<file path="src/rtl/lsu_lane_pkg.sv">
package lsu_lane_pkg;

    typedef enum logic [3:0] {
        K_NONE,
        K_LDB_S,
        K_LDB_U,
        K_LDH_S,
        K_LDH_U,
        K_LDW,
        K_STB,
        K_STH,
        K_STW
    } acc_kind_e;

    typedef enum logic [1:0] {
        SZ_NONE,
        SZ_BYTE,
        SZ_HALF,
        SZ_WORD
    } acc_size_e;

    localparam logic [5:0] OPC_LDB_S = 6'h20;
    localparam logic [5:0] OPC_LDH_S = 6'h21;
    localparam logic [5:0] OPC_LDW   = 6'h23;
    localparam logic [5:0] OPC_LDB_U = 6'h24;
    localparam logic [5:0] OPC_LDH_U = 6'h25;
    localparam logic [5:0] OPC_STB   = 6'h28;
    localparam logic [5:0] OPC_STH   = 6'h29;
    localparam logic [5:0] OPC_STW   = 6'h2b;

    function automatic acc_kind_e decode_op(input logic [5:0] op);
        acc_kind_e k;
        unique case (op)
            OPC_LDB_S: k = K_LDB_S;
            OPC_LDB_U: k = K_LDB_U;
            OPC_LDH_S: k = K_LDH_S;
            OPC_LDH_U: k = K_LDH_U;
            OPC_LDW:   k = K_LDW;
            OPC_STB:   k = K_STB;
            OPC_STH:   k = K_STH;
            OPC_STW:   k = K_STW;
            default:   k = K_NONE;
        endcase
        return k;
    endfunction

    function automatic acc_size_e size_of(input acc_kind_e k);
        acc_size_e s;
        unique case (k)
            K_LDB_S, K_LDB_U, K_STB: s = SZ_BYTE;
            K_LDH_S, K_LDH_U, K_STH: s = SZ_HALF;
            K_LDW, K_STW:            s = SZ_WORD;
            default:                 s = SZ_NONE;
        endcase
        return s;
    endfunction

    function automatic logic is_store(input acc_kind_e k);
        return (k == K_STB) || (k == K_STH) || (k == K_STW);
    endfunction

    function automatic logic is_load(input acc_kind_e k);
        return (k == K_LDB_S) || (k == K_LDB_U) || (k == K_LDH_S) ||
               (k == K_LDH_U) || (k == K_LDW);
    endfunction

endpackage

</file>
<file path="src/rtl/lsu_ea_calc.sv">
module lsu_ea_calc
    import lsu_lane_pkg::*;
#(
    parameter int ADDR_W = 32,
    parameter int OFF_W  = 16,
    parameter int LANE_W = 2
) (
    input  logic [ADDR_W-1:0] base,
    input  logic [OFF_W-1:0]  off,
    input  acc_size_e         size,
    output logic [ADDR_W-1:0] ea,
    output logic [ADDR_W-1:0] word_addr,
    output logic              misaligned
);
    localparam int EXT_W = ADDR_W - OFF_W;

    always_comb begin
        ea        = base + {{EXT_W{off[OFF_W-1]}}, off};
        word_addr = {ea[ADDR_W-1:LANE_W], {LANE_W{1'b0}}};
        unique case (size)
            SZ_HALF: misaligned = ea[0];
            SZ_WORD: misaligned = |ea[LANE_W-1:0];
            default: misaligned = 1'b0;
        endcase
    end
endmodule

</file>
<file path="src/rtl/lsu_store_lanes.sv">
module lsu_store_lanes
    import lsu_lane_pkg::*;
#(
    parameter int DATA_W = 32,
    parameter int LANE_W = 2
) (
    input  acc_size_e          size,
    input  logic               st_en,
    input  logic [LANE_W-1:0]  lane,
    input  logic [DATA_W-1:0]  wdata,
    output logic [DATA_W/8-1:0] be,
    output logic [DATA_W-1:0]  wdata_rep
);
    localparam int NUM_LANES = DATA_W / 8;

    for (genvar g = 0; g < NUM_LANES; g++) begin : g_lane
        localparam logic [LANE_W-1:0] LIDX = LANE_W'(g);
        logic hit;
        always_comb begin
            unique case (size)
                SZ_BYTE: hit = (lane == LIDX);
                SZ_HALF: hit = (lane[LANE_W-1:1] == LIDX[LANE_W-1:1]);
                SZ_WORD: hit = 1'b1;
                default: hit = 1'b0;
            endcase
        end
        assign be[NUM_LANES-1-g] = st_en & hit;
    end

    always_comb begin
        unique case (size)
            SZ_BYTE: wdata_rep = {NUM_LANES{wdata[7:0]}};
            SZ_HALF: wdata_rep = {(NUM_LANES/2){wdata[15:0]}};
            default: wdata_rep = wdata;
        endcase
    end
endmodule

</file>
<file path="src/rtl/lsu_load_extract.sv">
module lsu_load_extract
    import lsu_lane_pkg::*;
#(
    parameter int DATA_W = 32,
    parameter int LANE_W = 2
) (
    input  acc_kind_e         kind,
    input  logic              ld_en,
    input  logic [LANE_W-1:0] lane,
    input  logic [DATA_W-1:0] rdata,
    output logic [DATA_W-1:0] result
);
    localparam int NUM_LANES = DATA_W / 8;
    localparam int NUM_HALF  = NUM_LANES / 2;

    logic [7:0]  lane_byte [NUM_LANES];
    logic [15:0] lane_half [NUM_HALF];

    for (genvar g = 0; g < NUM_LANES; g++) begin : g_byte
        assign lane_byte[g] = rdata[DATA_W-1-8*g -: 8];
    end
    for (genvar h = 0; h < NUM_HALF; h++) begin : g_half
        assign lane_half[h] = rdata[DATA_W-1-16*h -: 16];
    end

    logic [7:0]  sel_b;
    logic [15:0] sel_h;

    always_comb begin
        sel_b = lane_byte[lane];
        sel_h = lane_half[lane[LANE_W-1:1]];
        result = '0;
        if (ld_en) begin
            unique case (kind)
                K_LDB_S: result = {{(DATA_W-8){sel_b[7]}}, sel_b};
                K_LDB_U: result = {{(DATA_W-8){1'b0}}, sel_b};
                K_LDH_S: result = {{(DATA_W-16){sel_h[15]}}, sel_h};
                K_LDH_U: result = {{(DATA_W-16){1'b0}}, sel_h};
                K_LDW:   result = rdata;
                default: result = '0;
            endcase
        end
    end
endmodule

</file>
<file path="src/rtl/lsu_lane_align.sv">
module lsu_lane_align
    import lsu_lane_pkg::*;
#(
    parameter int ADDR_W = 32,
    parameter int DATA_W = 32,
    parameter int OFF_W  = 16,
    parameter int OP_W   = 6
) (
    input  logic              clk,
    input  logic              rst_n,
    input  logic              req_valid,
    input  logic [OP_W-1:0]   req_op,
    input  logic [ADDR_W-1:0] req_base,
    input  logic [OFF_W-1:0]  req_off,
    input  logic [DATA_W-1:0] req_wdata,
    output logic [ADDR_W-1:0] mem_addr,
    output logic [DATA_W/8-1:0] mem_be,
    output logic [DATA_W-1:0] mem_wdata,
    output logic              mem_rd,
    input  logic [DATA_W-1:0] mem_rdata,
    output logic [DATA_W-1:0] ld_data,
    output logic              acc_err
);
    localparam int NUM_LANES = DATA_W / 8;
    localparam int LANE_W    = $clog2(NUM_LANES);

    acc_kind_e         nx_kind;
    acc_size_e         nx_size;
    logic [ADDR_W-1:0] nx_ea;
    logic [ADDR_W-1:0] nx_waddr;
    logic              nx_mis;
    logic [NUM_LANES-1:0] nx_be;
    logic [DATA_W-1:0] nx_wdata;

    always_comb begin
        nx_kind = decode_op(6'(req_op));
        nx_size = size_of(nx_kind);
    end

    lsu_ea_calc #(.ADDR_W(ADDR_W), .OFF_W(OFF_W), .LANE_W(LANE_W)) u_ea (
        .base       (req_base),
        .off        (req_off),
        .size       (nx_size),
        .ea         (nx_ea),
        .word_addr  (nx_waddr),
        .misaligned (nx_mis)
    );

    lsu_store_lanes #(.DATA_W(DATA_W), .LANE_W(LANE_W)) u_st (
        .size      (nx_size),
        .st_en     (is_store(nx_kind) && !nx_mis),
        .lane      (nx_ea[LANE_W-1:0]),
        .wdata     (req_wdata),
        .be        (nx_be),
        .wdata_rep (nx_wdata)
    );

    acc_kind_e         r_kind;
    logic [LANE_W-1:0] r_lane;

    always_ff @(posedge clk or negedge rst_n) begin
        if (!rst_n) begin
            r_kind    <= K_NONE;
            r_lane    <= '0;
            mem_addr  <= '0;
            mem_be    <= '0;
            mem_wdata <= '0;
            mem_rd    <= 1'b0;
            acc_err   <= 1'b0;
        end else if (req_valid) begin
            r_kind    <= nx_kind;
            r_lane    <= nx_ea[LANE_W-1:0];
            mem_addr  <= nx_waddr;
            mem_be    <= nx_be;
            mem_wdata <= nx_wdata;
            mem_rd    <= is_load(nx_kind) && !nx_mis;
            acc_err   <= nx_mis;
        end else begin
            r_kind    <= K_NONE;
            mem_be    <= '0;
            mem_rd    <= 1'b0;
            acc_err   <= 1'b0;
        end
    end

    lsu_load_extract #(.DATA_W(DATA_W), .LANE_W(LANE_W)) u_ld (
        .kind   (r_kind),
        .ld_en  (mem_rd),
        .lane   (r_lane),
        .rdata  (mem_rdata),
        .result (ld_data)
    );
endmodule

</file>
<file path="config.mk">
export PLATFORM = sky130hd
export DESIGN_NAME = lsu_lane_align
export DESIGN_NICKNAME = d
export VERILOG_FILES = /design/src/rtl/lsu_lane_pkg.sv /design/src/rtl/lsu_ea_calc.sv /design/src/rtl/lsu_store_lanes.sv /design/src/rtl/lsu_load_extract.sv /design/src/rtl/lsu_lane_align.sv
export SDC_FILE = /design/constraint.sdc
export NUM_CORES = 1
export LEC_CHECK = 0
export BUFFER_PORTS_ARGS = -buffer_cell sky130_fd_sc_hd__buf_2
export CAP_MARGIN = 20
export CORE_MARGIN = 3
export CORE_UTILIZATION = 54
export CTS_CLUSTER_SIZE = 24
export DETAILED_ROUTE_END_ITERATION = 8
export PLACE_DENSITY = 0.88
export SETUP_SLACK_MARGIN = 0.2
export SLEW_MARGIN = 20
export SYNTH_ARGS = -nofsm -noshare
export SYNTH_HDL_FRONTEND = slang
export SYNTH_SLANG_ARGS = --single-unit
</file>
<file path="constraint.sdc">
create_clock -name clk -period 6.41 [get_ports clk]
set_clock_uncertainty 0.2 [all_clocks]
set_input_delay 0.641 -clock clk [delete_from_list [all_inputs] [get_ports clk]]
set_output_delay 0.641 -clock clk [all_outputs]
set_load 0.005 [all_outputs]
</file>
After elaboration in Yosys (flattened, before gate mapping)
Memory sizes are Yosys's and may differ from the RTL's.
Index checks and enable logic that the tools add are counted.

cells by class
  add/subtract/negate cells = 1
  bitwise gates (word level) = 7
  order comparisons = 2
  reductions and logical operators = 11
  equality and inequality tests = 27
  muxes and demuxes = 19

operators with widths
  cell                                                                    count
  32-bit case mux with 5 select lines                                     1
  32-bit case mux with 2 select lines                                     1
  6-bit equality test (second input constant)                             8
  16-bit two-way mux                                                      3
  32-bit adder                                                            1
  32-bit two-way mux                                                      1
  4-bit case mux with 8 select lines                                      1
  4-bit by 3-bit equality test with 1-bit output (second input constant)  6
  8-bit binary-select mux with 2-bit select                               1
  4-bit by 2-bit equality test with 1-bit output (second input constant)  4
  8-bit two-way mux                                                       2
  1-bit case mux with 3 select lines                                      4
  2-bit equality test (second input constant)                             4
  4-bit by 1-bit equality test with 1-bit output (second input constant)  2
  4-bit two-way mux                                                       2
  1-bit logical OR                                                        6
  1-bit AND                                                               4
  2-bit by 1-bit equality test with 1-bit output (second input constant)  2
  4-bit equality test (second input constant)                             1
  3-bit >= comparator (second input constant)                             1
  2-bit NOT with 3-bit output                                             1
  2-bit >= comparator (second input constant)                             1
  1-bit logical AND                                                       2
  2-bit logical NOT                                                       1
  6 further kinds                                                         7

storage, ports and cells
  logic and storage cells = 75
  memories kept = 1
  register bits after elaboration = 74
  output and inout bits = 102
  memory bits (read-only) = 32
  input port bits = 121

memory list
  name             words  bits a word  read ports  clocked after Yosys merged registers in  write ports  RTL line            RTL
  (no name shown)  16     2            1           0                                        0            lsu_lane_pkg.sv:49  unique case (k)

Logic depth before layout (Yosys ltp)
Gate-level depths: netlist (run 1).

  depth after elaboration = 9
  gate-level depth with buffers = 13
  mapped depth without buffers = 12

By module
A second synthesis (run 1) with hierarchy kept.

second synthesis, totals
  cell total of the unflattened synthesis = 685
  area total of the unflattened synthesis = 6505.0 um^2

by module, submodules not included
  module            area each (um^2)  cells each  instances
  lsu_lane_align    3029.2            192         1
  lsu_ea_calc       1999.4            276         1
  lsu_load_extract  912.1             126         1
  lsu_store_lanes   564.3             91          1

Worst setup path after synthesis (run 1)
OpenSTA, ideal clock, no wires.

  kind = input-to-reg
  start point = input port req_op[0]
  end point = register mem_be[1]
  slack = 3.189 ns
  cell stages on the path = 12
  arrival time = 2.937 ns
  cells stage by stage = inv_1 > maj3_1 > nor3_1 > inv_1 > ha_1 > o31a_1 > inv_1 > ha_1 > a21oi_1 > nor2_1 > a2111oi_0 > a21boi_0

between the ends
  cells in the longest elaborated chain, start to end = 9
  elaborated cells between the ends (all ways) = 24
  those cells by class = eq/ne (14); mux (4); bitwise (1); reduce/logical (4); memory (1)

ends and longest elaborated chain
  element                                 RTL line                                  RTL
  start, declared                         lsu_lane_align.sv:12                      input logic [OP_W-1:0] req_op,
  6-bit equality test                     lsu_lane_pkg.sv:33                        unique case (op)
  4-bit case mux with 8 select lines (*)  lsu_lane_pkg.sv:33
  memory read 16 x 2 bit                  -
  2-bit equality test                     lsu_ea_calc.sv:20, lsu_store_lanes.sv:20
  1-bit case mux with 2 select lines      lsu_ea_calc.sv:20                         unique case (size)
  1-bit logical NOT                       lsu_lane_align.sv:51                      .st_en (is_store(nx_kind) && !nx_mis),
  1-bit logical AND                       lsu_lane_align.sv:51
  1-bit AND (*)                           lsu_store_lanes.sv:27                     assign be[NUM_LANES-1-g] = st_en & hit;
  4-bit two-way mux (*)                   lsu_lane_align.sv:70                      end else if (req_valid) begin
  end signal, assigned                    lsu_lane_align.sv:74                      mem_be <= nx_be;
  end, declared                           lsu_lane_align.sv:17                      output logic [DATA_W/8-1:0] mem_be,

Mark *: on every way between the ends. The rest lies on a longest branch, timed or not.
A chain may end at the register's enable or synchronous reset.

Worst setup path in the final report (run 1)
  start point = register r_lane[1]
  end point = output port ld_data[23]

between the ends
  cells in the longest elaborated chain, start to end = 6
  elaborated cells between the ends (all ways) = 10
  those cells by class = mux (8); bitwise (2)

ends and longest elaborated chain
  element                                                                                           RTL line                                        RTL
  start, declared                                                                                   lsu_lane_align.sv:59                            logic [LANE_W-1:0] r_lane;
  start signal, assigned                                                                            lsu_lane_align.sv:72                            r_lane <= nx_ea[LANE_W-1:0];
  2-bit NOT with 3-bit output (not written as such) or 1-bit NOT with 2-bit output (tied branches)  lsu_load_extract.sv:30, lsu_load_extract.sv:31
  8-bit binary-select mux with 2-bit select or 16-bit two-way mux (tied branches)                   lsu_load_extract.sv:30, lsu_load_extract.sv:31
  8-bit two-way mux (not written as such) or 16-bit two-way mux (tied branches) (2 in series)       lsu_load_extract.sv:30, lsu_load_extract.sv:31
  32-bit case mux with 5 select lines (*)                                                           lsu_load_extract.sv:34                          unique case (kind)
  32-bit two-way mux (*)                                                                            lsu_load_extract.sv:33                          if (ld_en) begin
  end, declared                                                                                     lsu_lane_align.sv:21                            output logic [DATA_W-1:0] ld_data,

Mark *: on every way between the ends. The rest lies on a longest branch, timed or not. The select of a mux whose other input is x is not followed.

==> results.json, run 1 <==
{
  "run_status": "completed",
  "die_x_um": 108.2,
  "wl_per_cell_um": 16.56,
  "synth_largest_area_cell": "dfrtp_1",
  "drc": 0,
  "antenna_found_initial": 1,
  "finalSetupViolCount": 0,
  "synth-edff-count": 0,
  "layout_commonest_cell": "buf_2",
  "drive_gt1_share_pct": 34.73,
  "yosys_warnings": 0,
  "cp.arrival_ns": 2.96,
  "power_density_nw_per_um2": 203.8,
  "cp.required_ns": 5.57,
  "setup_tns_ns": 0,
  "rsz0062_at_grt": "false",
  "grt_pass1_vias": 5418,
  "preCtsSetupSlack_ns": 2.460,
  "grt_max_degree": 77,
  "leakagePower_uw": 0.003291,
  "cp-end-kind": "output pin",
  "cts_tree": "done",
  "layout_common_cells": "219 x buf_2, 97 x nor2_1, 79 x a21oi_1",
  "netlist_area_um2": 5635,
  "max_freq_mhz": 263.3,
  "ant_nets": 0,
  "grt_util_all_layers_pct": 27.28,
  "final_area_um2": 6985,
  "cts_buffers": 9,
  "tightestPinTransition_ns": 0.9298,
  "dpl_cell_area_um2": 6799,
  "synthTopCellsByArea": "dfrtp_1 33%, mux2_2 8.8%, ha_1 8.2%",
  "max-slew-margin-rel_pct": 37.53,
  "critPathKind": "register to output pin",
  "hpwlAfterDp_um": 12720,
  "nets": 1015,
  "async_flop_share_pct": 100.0,
  "critPathMaxFanout": 20,
  "clkSinkCount": 74,
  "setup_slack_ns": 2.612,
  "n_fill_cell": 840,
  "syn_area_per_cell_um2": 8.591,
  "postLayoutCoreUtil_pct": 70.17,
  "dieArea_um2": 11700,
  "routed_wl_um": 16470,
  "cts_root_buf": "clkbuf_8",
  "via_count": 5716,
  "drt-initial-drc-count": 418,
  "synth_flop_cell": "dfrtp_1",
  "port_buffers": 220,
  "cp-start-kind": "register",
  "final_max_slew_viol_count": 0,
  "core_um2": 9955,
  "cts_resized": 0,
  "vias_per_cell": 5.745,
  "post_cts_buffers": 0,
  "grt_pass1_wl_um": 25790,
  "gp_congestion": 0.9289,
  "dr.pass1.iters": 5,
  "holdCritPathClass": "primary input to asynchronous set/reset pin",
  "drv_cap": 0,
  "cts_hold_buffers": 0,
  "fin_crit_ns": 3.798,
  "synth_cells": 656,
  "globalRoute.totalOverflow": 0,
  "yosysUniqueCellTypes": 65,
  "yosysSeqAreaShare_pct": 32.86,
  "initial_utilization_pct": 56.61,
  "hold_ws_ns": 0.2149,
  "clk_pin_slew_ns": 0.09,
  "die_h_um": 108.2,
  "vdd_ir_drop_max_mv": 0.1526,
  "htreeDepth": 3,
  "cts_buffer_depth": 2,
  "hold_violations": 0,
  "io_pins": 223,
  "areaGrowthSynthToFinish_pct": 23.96,
  "period_share_pct": 59.25,
  "num_rows": 36,
  "clkLatencyLatePin_ns": 0.35,
  "synth.top_cell.area_share_pct": 32.86,
  "yosys_register_bits": 74
}
[cell usage after synthesis (11+ instances only)]
cell / count
inv_1: 12
xnor2_1: 22
dfrtp_1: 74
a221oi_1: 15
clkbuf_1: 29
nand2_1: 60
a21oi_1: 79
o21ai_0: 33
mux2_2: 44
a31oi_1: 13
nor3_1: 11
ha_1: 37
nor2_1: 97
[worst max-delay path, stage by stage (launching register included)]
cell and delay, ns:
dfrtp_1 0.95, mux4_2 0.41, mux2i_1 0.07, or4b_2 0.83
a21oi_1 0.21, buf_2 0.13
[per-layer routing]
metal	part of all wire, %	GRT usage, %
met3	7.6	4.597
met1	38	31.51
met2	51	50.27
met4	2.8	10.37
met5	0	0
[where the power goes]
group,internal (µW),switching [µW],total (µW)
combinational,236,247,484
sequential,542,52.7,595
clock,147,198,345
total,926,498,1420
[final cells by class]
class / count / area [µm²] / share of cell area (%)
Antenna cell: 1 / 2.502 / 0.03582
Inverter: 12 / 45.04 / 0.6448
Clock buffer: 9 / 123.9 / 1.773
Sequential cell: 74 / 1852 / 26.51
Tap cell: 133 / 166.4 / 2.382
Timing Repair Buffer: 224 / 1134 / 16.23
Clock inverter: 7 / 60.06 / 0.8598
Multi-Input combinational cell: 535 / 3602 / 51.57
[logic make-up after synthesis]
group           count (synthesis)  share of synthesized area, %
simple gates                  216                         17.58
fa+ha+maj                      39                         8.748
mux                            55                         10.97
compound gates                191                         21.43
other cells                     1                       0.06654
buf+inv                        48                         3.374
flops                          74                         32.86
xor+xnor                       32                         4.973
[registers in the layout, indices dropped and copies added, names as in the netlist]
register	flops
acc_err	1
mem_addr	30
mem_be	4
mem_rd	1
mem_wdata	32
r_kind	4
r_lane	2
[final timing paths]
check | start | end | slack, ns | cells past startpoint
min in group clk | mem_wdata[23] | mem_wdata[23] | 0.31 | 2
worst min register to register | mem_wdata[23] | mem_wdata[23] | 0.31 | 2
worst max register to register | r_lane[1] | r_lane[1] | 4.91 | 1
worst min-delay path | rst_n | mem_wdata[19] | 0.21 | 1
worst max-delay path | r_lane[1] | ld_data[23] | 2.61 | 5
max in group asynchronous | rst_n | mem_be[3] | 5.20 | 1
[stage by stage]
step / instances / total power [µW]
global placement: 978 / 1068
CTS: 994 / 1432
detailed placement: 978 / 1083
global route: 995 / 1512
floorplan: 657 / 884.4
finish: 995 / 1424
(Power assumes the default switching activity.)
==> inputs of run 2 (changes only) <==
--- a/config.mk
+++ b/config.mk
@@ -8,10 +8,10 @@
 export BUFFER_PORTS_ARGS = -buffer_cell sky130_fd_sc_hd__buf_2
 export CAP_MARGIN = 20
 export CORE_MARGIN = 3
-export CORE_UTILIZATION = 54
+export CORE_UTILIZATION = 45
 export CTS_CLUSTER_SIZE = 24
 export DETAILED_ROUTE_END_ITERATION = 8
-export PLACE_DENSITY = 0.88
+export PLACE_DENSITY = 0.78
 export SETUP_SLACK_MARGIN = 0.2
 export SLEW_MARGIN = 20
 export SYNTH_ARGS = -nofsm -noshare
==> constraint.sdc (replaced) <==
create_clock -name clk -period 3.4 [get_ports clk]
set_clock_uncertainty 0.2 [all_clocks]
set_input_delay 0.34 -clock clk [delete_from_list [all_inputs] [get_ports clk]]
set_output_delay 0.34 -clock clk [all_outputs]
set_load 0.005 [all_outputs]
==> run 2 against run 1 <==
Against the previous run:
- global-route usage shrank 3.7 points
- combinational power grew 92%
- sequential cell count is the same
- routed wire length grew 1.4%
- critical path depth grew 2
- power grew 110%
- count of clock-buffer cells in the layout is the same
- sequential power grew 87%
- utilization shrank 10 points
- worst hold slack lost 0.18 ns
- first-iteration DRC count shrank 24%
- critical path type unchanged
- critical endpoint is now ld_data[2]
- largest cell class unchanged
- largest power group unchanged
==> results.json, run 2 (synthesized netlist as in run 1, its figures left out) <==
{
  "die_x_um": 117.9,
  "cts_buffer_depth": 2,
  "preCtsSetupSlack_ns": 0.1326,
  "rsz0062_at_grt": "false",
  "drc": 0,
  "cpPeakStageDelay_ns": 0.61,
  "post_cts_buffers": 0,
  "hold_violations": 0,
  "cts_buffers": 9,
  "reg2reg_from": "r_lane[1]",
  "layout_common_cells": "219 x buf_2, 97 x nor2_1, 79 x a21oi_1",
  "max-slew-margin-rel_pct": 35.33,
  "critPathLaunch": "r_kind[1]",
  "setup_slack_ns": 0.4784,
  "grt_pass1_vias": 5553,
  "run_status": "completed",
  "fin_crit_ns": 2.922,
  "drt-initial-drc-count": 317,
  "io_pins": 223,
  "ant_nets": 0,
  "routed_wl_um": 16700,
  "cts_root_buf": "clkbuf_16",
  "grt_util_all_layers_pct": 23.59,
  "layout_commonest_cell": "buf_2",
  "final_max_slew_viol_count": 0,
  "slowest_stage": "o21bai_1",
  "path_cells": "nand2b_1, nor2_1, o21bai_1, nor2_1, a221oi_1, nor2_1, buf_2",
  "leakagePower_uw": 0.003400,
  "reg_top3": "mem_wdata: 32 flops, mem_addr: 30 flops",
  "cp.arrival_ns": 2.38,
  "cp-start-kind": "register",
  "clkSinkCount": 74,
  "critPathKind": "register to output pin",
  "finalSetupViolCount": 0,
  "holdCritPathClass": "primary input to register",
  "grt_pass1_wl_um": 27080,
  "port_buffers": 220,
  "dieArea_um2": 13900,
  "nets": 1023,
  "drv_cap": 0,
  "num_rows": 40,
  "hpwlAfterDp_um": 12910,
  "grt_max_degree": 75,
  "critPathMaxFanout": 8,
  "tightestPinTransition_ns": 0.9701,
  "vdd_ir_drop_max_mv": 0.2201,
  "power_density_nw_per_um2": 419.4,
  "htreeDepth": 3,
  "hold_ws_ns": 0.03509,
  "cpMostUsedCell": "nor2_1",
  "min_from": "req_wdata[27]",
  "largest_reg_flops": 32,
  "core_um2": 12110,
  "cp.required_ns": 2.86,
  "clk_pin_slew_ns": 0.07,
  "antenna_found_initial": 0,
  "wl_per_cell_um": 16.10,
  "cts_tree": "done",
  "globalRoute.totalOverflow": 0,
  "top_register": "mem_wdata",
  "die_h_um": 117.9,
  "setup_tns_ns": 0,
  "max_freq_mhz": 342.3,
  "diodes": 0,
  "initial_utilization_pct": 46.53,
  "dr.pass1.iters": 5,
  "areaGrowthSynthToFinish_pct": 28.37,
  "gp_congestion": 0.8996,
  "clkLatencyLatePin_ns": 0.34,
  "via_count": 5752,
  "drive_gt1_share_pct": 35.33,
  "period_share_pct": 85.93,
  "vias_per_cell": 5.547,
  "cp-end-kind": "output pin"
}
==> run 2: cell type report <==
class                      instances  area [µm²]
fill                            1097        4877
multi-input combinational        535        3612
sequential                        74        1852
timing repair buffer             232        1209
clock buffer                       9       225.2
tap                              168       210.2
clock inverter                     7       81.33
inverter                          12       45.04
==> run 2: through the flow <==
stage               area [µm²]  util [%]  cells  power (µW)
floorplan                 5639         -    657        1667
global placement          6908     57.04   1020        2031
detailed placement        6908     57.04   1020        2049
CTS                       7224     59.65   1037        3055
global route              7234     59.73   1037        3204
finish                    7234     59.73   1037        3034
==> run 2: worst paths after layout <==
check	endpoint	slack [ns]	cells past startpoint
min in group asynchronous	mem_addr[23]	0.49	2
min	mem_wdata[27]	0.04	3
max in group asynchronous	mem_be[0]	1.86	2
max reg2reg	r_lane[1]	2.35	1
min reg2reg	mem_wdata[18]	0.30	2
max	ld_data[2]	0.48	7
==> run 2: timing repair <==
| item | 4_1_cts | 5_1_grt |
|---|---|---|
| setup endpoints to repair | 0 | 18 |
| endpoints found under the hold margin | 38 | 0 |
| hold buffers | 1 | 0 |
| resized for setup | 0 | 3 |
==> run 2: worst max-delay path: cells and delay by family (launching register included) <==
| family | cells | cell delay [ns] |
|---|---|---|
| AOI/OAI and AO/OA | 2 | 0.91 |
| and+or+nand+nor | 4 | 0.49 |
| DFF | 1 | 0.48 |
| buffers and inverters | 1 | 0.16 |
==> run 2: power breakdown <==
| group | internal, µW | switching, µW | total, µW | leakage (µW) |
|---|---|---|---|---|
| clock network | 580 | 413 | 993 | 0.000147 |
| registers | 1020 | 86.6 | 1110 | 0.000880 |
| logic | 452 | 478 | 929 | 0.00237 |
==> run 2: layer usage <==
layer  vias to the layer above  global-route usage, %  routed length, µm
li1                       2783                      -                  -
met1                      2689                  28.98               6977
met2                       249                  40.96               8266
met3                        31                  3.988                986
met4                         0                  9.744                469
met5                         -                      0                  0
==> inputs of run 3 (changes only) <==
--- a/config.mk
+++ b/config.mk
@@ -11,7 +11,7 @@
 export CORE_UTILIZATION = 45
 export CTS_CLUSTER_SIZE = 24
 export DETAILED_ROUTE_END_ITERATION = 8
-export PLACE_DENSITY = 0.78
+export PLACE_DENSITY = 0.79
 export SETUP_SLACK_MARGIN = 0.2
 export SLEW_MARGIN = 20
 export SYNTH_ARGS = -nofsm -noshare
==> run 3 against run 2 <==
Against the previous run:
- sequential power hardly changed
- via count shrank 0.54%
- setup slack barely moved
- die area unchanged
- sequential share of layout area rose by 0.071 points
- highest routed layer unchanged
==> results.json, run 3 (synthesized netlist as in run 1, its figures left out) <==
{
  "run_status": "completed",
  "cts_buffer_depth": 2,
  "leakagePower_uw": 0.003392,
  "final_max_slew_viol_count": 0,
  "wl_per_cell_um": 15.84,
  "layout_common_cells": "219 x buf_2, 97 x nor2_1, 79 x a21oi_1",
  "postLayoutCoreUtil_pct": 59.57,
  "finalSetupViolCount": 0,
  "initial_utilization_pct": 46.53,
  "nets": 1022,
  "gr-max-usage-layer": "met2",
  "die_x_um": 117.9,
  "dieArea_um2": 13900,
  "diodes": 0,
  "final_area_um2": 7214,
  "cp.required_ns": 3.46,
  "n_fill_cell": 1104,
  "die_h_um": 117.9,
  "hold_violations": 0,
  "top_register": "mem_wdata",
  "holdCritPathClass": "primary input to register",
  "areaGrowthSynthToFinish_pct": 28.02,
  "grt_use_met3_pct": 6.343,
  "drv_cap": 0,
  "num_rows": 40,
  "core_um2": 12110,
  "drt-initial-drc-count": 391,
  "max-slew-margin-rel_pct": 35.83,
  "via_count": 5721,
  "port_buffers": 220,
  "drc": 0,
  "cts_root_buf": "clkbuf_16",
  "rsz0062_at_grt": "false",
  "setup_tns_ns": 0,
  "vias_per_cell": 5.522,
  "htreeDepth": 3,
  "preCtsSetupSlack_ns": 0.1418,
  "grt.met2_usage_pct": 35.82,
  "cp-start-kind": "primary input",
  "grt_pass1_wl_um": 26850,
  "gp_congestion": 0.8813,
  "io_pins": 223,
  "period_share_pct": 85.92,
  "vdd_ir_drop_max_mv": 0.3134,
  "cts_buffers": 9,
  "antenna_found_initial": 0,
  "setup_slack_ns": 0.4787,
  "cp.arrival_ns": 2.98,
  "dr.pass1.iters": 6,
  "power.total_uw": 3041,
  "dpl_cell_area_um2": 6888,
  "fin_crit_ns": 2.921,
  "grt_util_all_layers_pct": 23.29,
  "critPathMaxFanout": 7,
  "grt_max_degree": 75,
  "clkLatencyLatePin_ns": 0.35,
  "power_density_nw_per_um2": 421.5,
  "routed_wl_um": 16410,
  "cts_tree": "done",
  "drive_gt1_share_pct": 35.14,
  "max_freq_mhz": 342.3,
  "tightestPinTransition_ns": 0.9625,
  "largest_reg_flops": 32,
  "reg_top3": "mem_wdata: 32 flops, mem_addr: 30 flops",
  "layout_commonest_cell": "buf_2",
  "grt_pass1_vias": 5497,
  "clk_pin_slew_ns": 0.06,
  "clkSinkCount": 74,
  "grtUsageMet1_pct": 31.31,
  "ant_nets": 0,
  "globalRoute.totalOverflow": 0,
  "critPathKind": "primary input to register",
  "hpwlAfterDp_um": 12620,
  "cp-end-kind": "register"
}
-- run 3: cell types whose count changed in the layout (fill, tap and decap cells not counted) --
cell and delta:
nor3_2 -1, nor3_1 +1, clkbuf_8 +1, inv_6 -1
buf_12 -1
-- run 3: what timing repair did --
action,4_1_cts,5_1_grt
setup endpoints to repair,0,2
setup buffers,0,0
hold endpoints to repair,55,0
hold buffers,1,0
resized for setup,0,2
-- run 3: layout make-up --
cell class	count	area (µm²)	area share [%]
Multi-Input combinational cell	535	3607	50.00
Clock inverter	6	72.57	1.006
Tap cell	168	210.2	2.914
Inverter	12	45.04	0.6243
Timing Repair Buffer	231	1189	16.48
Sequential cell	74	1852	25.67
Clock buffer	10	239.0	3.313
-- run 3: routing by layer --
| metal | vias to the layer above | wire length, µm |
|---|---|---|
| li1 | 2789 | - |
| met1 | 2647 | 7189 |
| met2 | 247 | 7580 |
| met3 | 38 | 1276 |
| met4 | 0 | 362 |
| met5 | - | 0 |
-- run 3: power breakdown --
group,switching (µW),total (µW),internal [µW]
Clock,408,1000,597
Sequential,89.5,1110,1020
Combinational,472,922,450
-- run 3: final timing paths --
path / start / to / slack (ns) / cells past startpoint
max in group asynchronous: rst_n / r_kind[3] / 1.90 / 2
worst min register to register: mem_addr[25] / mem_addr[25] / 0.30 / 1
worst max register to register: r_lane[1] / r_lane[1] / 2.03 / 2
min in group asynchronous: rst_n / mem_addr[9] / 0.47 / 2
worst max-delay path: req_op[0] / mem_be[3] / 0.48 / 14
worst min-delay path: req_wdata[28] / mem_wdata[28] / 0.03 / 3
-- run 3: metrics by stage --
stage / hold slack [ns] / std cells
after CTS: 0.02230 / 1036
after global routing: 0.03252 / 1036
after global placement: 0.2798 / 1019
after detailed placement: 0.2895 / 1019
after floorplan: -0.1556 / 657
final: 0.03118 / 1036
-- run 3: critical path, cell delays in order --
cell       delay, ns
buf_2           0.14
inv_1           0.08
maj3_1          0.32
nor3_1          0.21
inv_1           0.09
ha_1            0.28
o31a_1          0.20
inv_1           0.08
ha_1            0.23
a21oi_1         0.20
nor2_1          0.08
a2111oi_1       0.37
buf_4           0.19
a21boi_0        0.18
